File: config.mk
export PLATFORM = sky130hd
export DESIGN_NAME = mii_mgmt_responder
export DESIGN_NICKNAME = d
export VERILOG_FILES = /design/src/rtl/mii_resp_pkg.sv /design/src/rtl/mii_cmd_decode.sv /design/src/rtl/mii_phy_table.sv /design/src/rtl/mii_rd_reg.sv /design/src/rtl/mii_mgmt_responder.sv
export SDC_FILE = /design/constraint.sdc
export NUM_CORES = 1
export LEC_CHECK = 0
export BUFFER_PORTS_ARGS = -buffer_cell sky130_fd_sc_hd__buf_2
export CAP_MARGIN = 10
export CORE_ASPECT_RATIO = 0.7
export CORE_MARGIN = 2
export CORE_UTILIZATION = 42
export CTS_BUF_LIST = sky130_fd_sc_hd__clkbuf_16
export CTS_CLUSTER_SIZE = 25
export DETAILED_ROUTE_END_ITERATION = 8
export GPL_ROUTABILITY_DRIVEN = 0
export GPL_TIMING_DRIVEN = 1
export PLACE_DENSITY = 0.73
export SYNTH_ARGS = -nofsm -noshare
export SYNTH_HDL_FRONTEND = slang
export SYNTH_SLANG_ARGS = --single-unit
export TNS_END_PERCENT = 1
File: constraint.sdc
create_clock -name clk_i -period 0.8 [get_ports clk_i]
set_input_delay 0.04 -clock clk_i [delete_from_list [all_inputs] [get_ports clk_i]]
set_output_delay 0.04 -clock clk_i [all_outputs]
set_load 0.05 [all_outputs]
File: src/rtl/mii_resp_pkg.sv
package mii_resp_pkg;
  localparam int PHY_AW  = 5;
  localparam int REG_AW  = 5;
  localparam int ADDR_W  = PHY_AW + REG_AW;
  localparam int DATA_W  = 16;
  localparam int CMD_W   = 3;
  localparam int NUM_REG = 1 << REG_AW;

  localparam int SCAN_BIT  = 0;
  localparam int READ_BIT  = 1;
  localparam int WRITE_BIT = 2;

  localparam logic [DATA_W-1:0] ALL_ONES = '1;

  typedef struct packed {
    logic valid;
    logic read;
  } cmd_dec_t;

  // canned contents of a linked 100M full-duplex PHY
  function automatic logic [DATA_W-1:0] reg_value(logic [REG_AW-1:0] ra,
                                                  logic [PHY_AW-1:0] own);
    logic [DATA_W-1:0] v;
    case (ra)
      5'd0:  v = 16'h0100;
      5'd1:  v = 16'h7824;
      5'd2:  v = 16'h0022;
      5'd3:  v = 16'h1613;
      5'd4:  v = 16'h0141;
      5'd5:  v = 16'h03C0;
      5'd6, 5'd9, 5'd10, 5'd15,
      5'd18, 5'd19, 5'd20, 5'd21, 5'd22, 5'd23, 5'd24,
      5'd26, 5'd27, 5'd28: v = '0;
      5'd25: v = {{(DATA_W-PHY_AW){1'b0}}, own};
      default: v = ALL_ONES;
    endcase
    return v;
  endfunction
endpackage

File: src/rtl/mii_cmd_decode.sv
module mii_cmd_decode
  import mii_resp_pkg::*;
(
  input  logic             we_i,
  input  logic [CMD_W-1:0] cmd_i,
  output cmd_dec_t         dec_o
);
  localparam logic [CMD_W-1:0] C_SCAN  = CMD_W'(1) << SCAN_BIT;
  localparam logic [CMD_W-1:0] C_READ  = CMD_W'(1) << READ_BIT;
  localparam logic [CMD_W-1:0] C_WRITE = CMD_W'(1) << WRITE_BIT;

  always_comb begin
    dec_o.valid = we_i && (cmd_i == C_SCAN || cmd_i == C_READ || cmd_i == C_WRITE);
    dec_o.read  = we_i && (cmd_i == C_READ);
  end
endmodule

File: src/rtl/mii_phy_table.sv
module mii_phy_table
  import mii_resp_pkg::*;
#(
  parameter logic [PHY_AW-1:0] OWN_ADDR = '0
) (
  input  logic [ADDR_W-1:0] addr_i,
  output logic [DATA_W-1:0] data_o
);
  logic [DATA_W-1:0] table_q [NUM_REG];
  logic [PHY_AW-1:0] phy_f;
  logic [REG_AW-1:0] reg_f;

  for (genvar g = 0; g < NUM_REG; g++) begin : g_tbl
    assign table_q[g] = reg_value(REG_AW'(g), OWN_ADDR);
  end

  assign phy_f  = addr_i[PHY_AW-1:0];
  assign reg_f  = addr_i[ADDR_W-1:PHY_AW];
  assign data_o = (phy_f == OWN_ADDR) ? table_q[reg_f] : ALL_ONES;
endmodule

File: src/rtl/mii_rd_reg.sv
module mii_rd_reg
  import mii_resp_pkg::*;
(
  input  logic              clk_i,
  input  logic              rst_ni,
  input  cmd_dec_t          dec_i,
  input  logic [DATA_W-1:0] data_i,
  output logic [DATA_W-1:0] rx_data_o,
  output logic              busy_o
);
  always_ff @(posedge clk_i or negedge rst_ni) begin
    if (!rst_ni) begin
      rx_data_o <= '0;
      busy_o    <= 1'b0;
    end else begin
      busy_o <= dec_i.valid;
      if (dec_i.read) rx_data_o <= data_i;
    end
  end
endmodule

File: src/rtl/mii_mgmt_responder.sv
module mii_mgmt_responder
  import mii_resp_pkg::*;
#(
  parameter int PHY_ADDR = 1
) (
  input  logic              clk_i,
  input  logic              rst_ni,
  input  logic              cmd_we_i,
  input  logic [CMD_W-1:0]  cmd_i,
  input  logic [ADDR_W-1:0] addr_i,
  output logic [DATA_W-1:0] rx_data_o,
  output logic              busy_o
);
  localparam logic [PHY_AW-1:0] OWN_ADDR = PHY_AW'(PHY_ADDR);

  cmd_dec_t          dec;
  logic [DATA_W-1:0] tbl_data;

  mii_cmd_decode u_dec (
    .we_i  (cmd_we_i),
    .cmd_i (cmd_i),
    .dec_o (dec)
  );

  mii_phy_table #(.OWN_ADDR(OWN_ADDR)) u_tbl (
    .addr_i (addr_i),
    .data_o (tbl_data)
  );

  mii_rd_reg u_reg (
    .clk_i     (clk_i),
    .rst_ni    (rst_ni),
    .dec_i     (dec),
    .data_i    (tbl_data),
    .rx_data_o (rx_data_o),
    .busy_o    (busy_o)
  );
endmodule

# Word-level counts from Yosys, hierarchy flattened
# Memory sizes are Yosys's and may differ from the RTL's.
# Index checks and enable logic that the tools add are counted.
[op_classes]
reduce_logical = 4
magnitude_cmp = 1
bitwise = 1
n_eq_ne = 4
mux = 3
[op_table]
columns = ["cell", "n"]
rows = [
  ["16-bit 2-to-1 mux", 3],
  ["6-bit >= comparator (second input constant)", 1],
  ["5-bit inverter with 6-bit output", 1],
  ["5-bit by 1-bit == test with 1-bit output (second input constant)", 1],
  ["3-bit by 1-bit == test with 1-bit output (second input constant)", 1],
  ["3-bit by 2-bit == test with 1-bit output (second input constant)", 1],
  ["3-bit == test (second input constant)", 1],
  ["1-bit logical AND", 2],
  ["1-bit logical OR", 2],
]
[word_totals]
register_bits = 17
input_bits = 16
rom_bits = 512
mem_count = 1
elab_cells = 16
[mem_list]
columns = ["memory", "words", "word_bits", "read_ports", "rd_clocked_by_memory_dff", "wr", "line", "source"]
rows = [
  ["(no name shown)", 32, 16, 1, 0, 0, "mii_phy_table.sv:19", "assign data_o = (phy_f == OWN_ADDR) ? table_q[reg_f] : ALL_ONES;"],
]

# Depth between registers and ports, before layout
[depth]
ltp_word = 5
ltp_mapped = 6
mapped_depth_nobuf = 6

# Modules after synthesis
# A second synthesis with hierarchy kept.
[unflattened]
hier_cells = 100
area_unflattened_um2 = 1144.8
[modules_own_cells]
columns = ["module", "area_each_um2", "cells_per_inst", "n_inst"]
rows = [
  ["mii_rd_reg", 674.4, 35, 1],
  ["mii_phy_table", 437.9, 60, 1],
  ["mii_cmd_decode", 32.5, 5, 1],
]

# Worst setup path after synthesis
# OpenSTA, ideal clock, no wires.
[synth_path]
kind = "input -> register"
startpoint = "in addr_i[1]"
endpoint = "reg u_reg.rx_data_o[8]"
setup_ns = 0.143
stages = 4
t_required_ns = 0.657
setup_slack_ns = -0.432
path_buffers = 0
t_arrival_ns = 1.089
cell_sequence = "nand2b_1 -> or4_4 -> o41ai_2 -> nand3_1"
[synth_via]
elab_chain_len = 2
[synth_rtl]
columns = ["element", "line", "source"]
rows = [
  ["start, declared", "mii_mgmt_responder.sv:10", "input logic [ADDR_W-1:0] addr_i,"],
  ["5-bit by 1-bit == test with 1-bit output", "mii_phy_table.sv:19", ""],
  ["16-bit 2-to-1 mux", "mii_phy_table.sv:19", ""],
  ["end signal, assigned", "mii_rd_reg.sv:17", "if (dec_i.read) rx_data_o <= data_i;"],
  ["end, declared", "mii_rd_reg.sv:8", "output logic [DATA_W-1:0] rx_data_o,"],
]
# Every way passes these cells.
# A chain may end at the register's enable or synchronous reset.

# Worst setup path in the final report
[layout_path]
startpoint = "in addr_i[5]"
endpoint = "reg u_reg.rx_data_o[8]"
[layout_via]
elab_chain_len = 5
[layout_rtl]
columns = ["element", "line"]
rows = [
  ["5-bit inverter with 6-bit output (not written as such)", "mii_phy_table.sv:19"],
  ["memory read 32 x 16 bit", "-"],
  ["16-bit 2-to-1 mux (not written as such) (2 in a row)", "mii_phy_table.sv:19"],
  ["16-bit 2-to-1 mux", "mii_phy_table.sv:19"],
]
# Every way passes these cells. The select of a mux whose other input is x is not followed.

==> metrics.cfg <==
[status]
status=finished, violations left
violations=negative setup slack

[timing]
finalWorstSetupSlack_ps=-283.1
period_share_pct=135.4
hold-worst-slack_ps=57.95
max_slew_margin_pct=74.26
fmax_ghz=0.9233
post-route-min-period_ps=1083
setup_viol=27
grt_setup_unrepaired=yes
final.setup.tns_ps=-3471
hold_viol_final=0
worstMarginPinSlew_ps=386.1
skew_ps=0
drv_slew=0

[floorplanning]
fp.dieH_um=41.35
die_w_um=57.36
num_rows=13
design.core.area_mm2=0.001871
dieArea_mm2=0.002372
initial_core_util_pct=44.75
pin_count=33

[route]
postRouteWirelength_mm=2.720
drtPass1Iterations=4
wire_per_inst_um=16.09
viasPerCell=5.491
drc_errors=0
vias=928
antenna_left=0
drtIter0Drc=44

[worst_hold_path]
hp-class=in -> reg
hp-start=cmd_we_i

[critical_path]
path_cells=buf_6, inv_4, ha_4, or3b_4, nor2_4, o41ai_4, nand3_1
path_buf_inv=2
cp_data_arrival_time_ps=1190
crit_fanout=4
cpPeakStageDelay_ps=430
path_delay_family=compound AO/OA/AOI/OAI gates
crit-reg2reg-launch=u_reg.rx_data_o[5]
end_kind=flop
crit_path_start=addr_i[5]
worstPathRequired_ps=900
crit_type=in -> reg
start_kind=input port
cpMaxStageDelayCell=o41ai_4

[logic_synthesis]
ys_seq_area_share_pct=35.87
async_flop_share_pct=100.0
synth_edf_count=0
ys.flop_type=dfrtp_1
syn_area_per_cell_um2=9.098
ys_ff_latch=12
syn_area_um2=837.1
syn_nets=113
ys_warn_count=0
synthCells=92
synth_cell_type_count=33

[grt]
grt.overflow.total=0
grt_pass1_wl_mm=4.333
track_usage_pct=26.16
grt_pass1_vias=859
antenna_found_initial=0
grt_max_degree=13

[cts]
clk_pin_slew_ps=40
insertion_delay_ps=240
root_buffer=clkbuf_16
clkSinkCount=12
cts_max_level=1
post_cts_buffers=0
cts_tree=built
cts_buffer_depth=2
cts_made_buffers=3

[placement]
port_buffers=32
place_hpwl_mm=1.963

[layout]
nets=170
antenna_cells=0
num-fill-cells=124
areaGrowthSynthToFinish_pct=74.59
drive_gt1_share_pct=54.42

[power]
p_leak_nw=0.6960
p_total_mw=3.029
p_per_area_mw_per_mm2=2073
ir_worst_vdd_uv=1866

[run]
cap_violations=0

-- worst reg2reg max path: cells and delay by family (launching register included) --
family         cells  cell delay, ps
AO/OA/AOI/OAI      2             320
flip-flops         1             380
-- flip-flops by register name, summed over array words and instances (netlist names) --
name / cells
u_reg.busy_o: 1
u_reg.rx_data_o: 11
-- synth_stat cells, types with 3 or more instances --
library cell  instances  area share (%)
buf_4                 5             4.5
inv_1                 4             1.8
nand2b_1              3             2.2
nand2_1              10             4.5
dfrtp_1              12              36
o21ai_0               9             5.4
nand3_1               4             2.4
nor2_1                5             2.2
a22oi_1               5             4.5
a31oi_1               4             3.0
ha_1                  5             7.5
-- report_power, final --
| part | total [mW] | switching [mW] | internal [mW] | leakage, nW |
|---|---|---|---|---|
| registers | 0.798 | 0.0897 | 0.708 | 0.134 |
| clock network | 0.899 | 0.249 | 0.650 | 0.0370 |
| logic | 1.33 | 0.823 | 0.510 | 0.525 |
-- what timing repair did --
item / 4_1_cts / 5_1_grt
pin swaps: 4 / 4
hold buffers: 1 / 0
setup endpoints to repair: 28 / 28
hold endpoints to repair: 12 / 0
gates resized for setup: 43 / 5
-- logic make-up (layout without fill, tap and decap cells) --
group                      Yosys count  in the layout  share of synthesized area [%]
AOI/OAI and AO/OA                   26             26                          21.08
xor gates and xnor gates             1              1                          1.047
adders and majority gates            5              5                          7.474
buffers and inverters               13             68                          10.16
DFF                                 12             12                          35.87
muxes                                2              2                          2.541
and+or+nand+nor                     33             33                          21.82
-- routing by layer --
metal / part of all wire (%) / global-route usage (%)
met5: 0 / 0
met4: 1.1 / 8.140
met3: 7.7 / 7.099
met2: 51 / 49.15
met1: 40 / 30.45
-- final timing paths --
kind                                        to  slack, ps  cells after the start
setup reg to reg            u_reg.rx_data_o[5]        -30                      2
hold / removal                    u_reg.busy_o         60                      2
max in group asynchronous  u_reg.rx_data_o[14]        350                      2
hold reg to reg             u_reg.rx_data_o[7]        510                      2
setup / recovery            u_reg.rx_data_o[8]       -280                      7
min in group asynchronous   u_reg.rx_data_o[6]        220                      2
-- layout make-up --
cell class,count,area [um^2],share of cell area [%]
clock buffer,3,75.07,5.137
inverter,4,17.52,1.199
sequential,12,300.3,20.55
multi-input combinational,67,540.5,36.99
timing repair buffer,61,500.5,34.25
tap,22,27.53,1.884
-- placed cells by master (no fill, tap or decap), drive strengths merged, types with 2 or more instances in the layout --
master | synthesis | routed
nand3 | 4 | 4
inv | 4 | 4
nor2 | 5 | 5
dfrtp | 12 | 12
a31oi | 4 | 4
nor4 | 2 | 2
a22oi | 5 | 5
buf | 7 | 60
nand2 | 10 | 10
a211oi | 2 | 2
or2b | 2 | 2
ha | 5 | 5
clkbuf | 1 | 3
o21ai | 9 | 9
nand2b | 3 | 3
nor2b | 2 | 2
-- through the flow --
step | setup slack [ps] | instance area [um^2] | util [%] | std cells
2_1_floorplan | -299.2 | 902.1 | - | 92
3_3_place_gp | -525.9 | 1230 | 65.75 | 165
3_5_place_dp | -610.6 | 1230 | 65.75 | 165
4_1_cts | -295.3 | 1450 | 77.53 | 169
5_1_grt | -344.1 | 1461 | 78.13 | 169
6_report | -283.1 | 1461 | 78.13 | 169
Power figures use the tool's default switching activity.
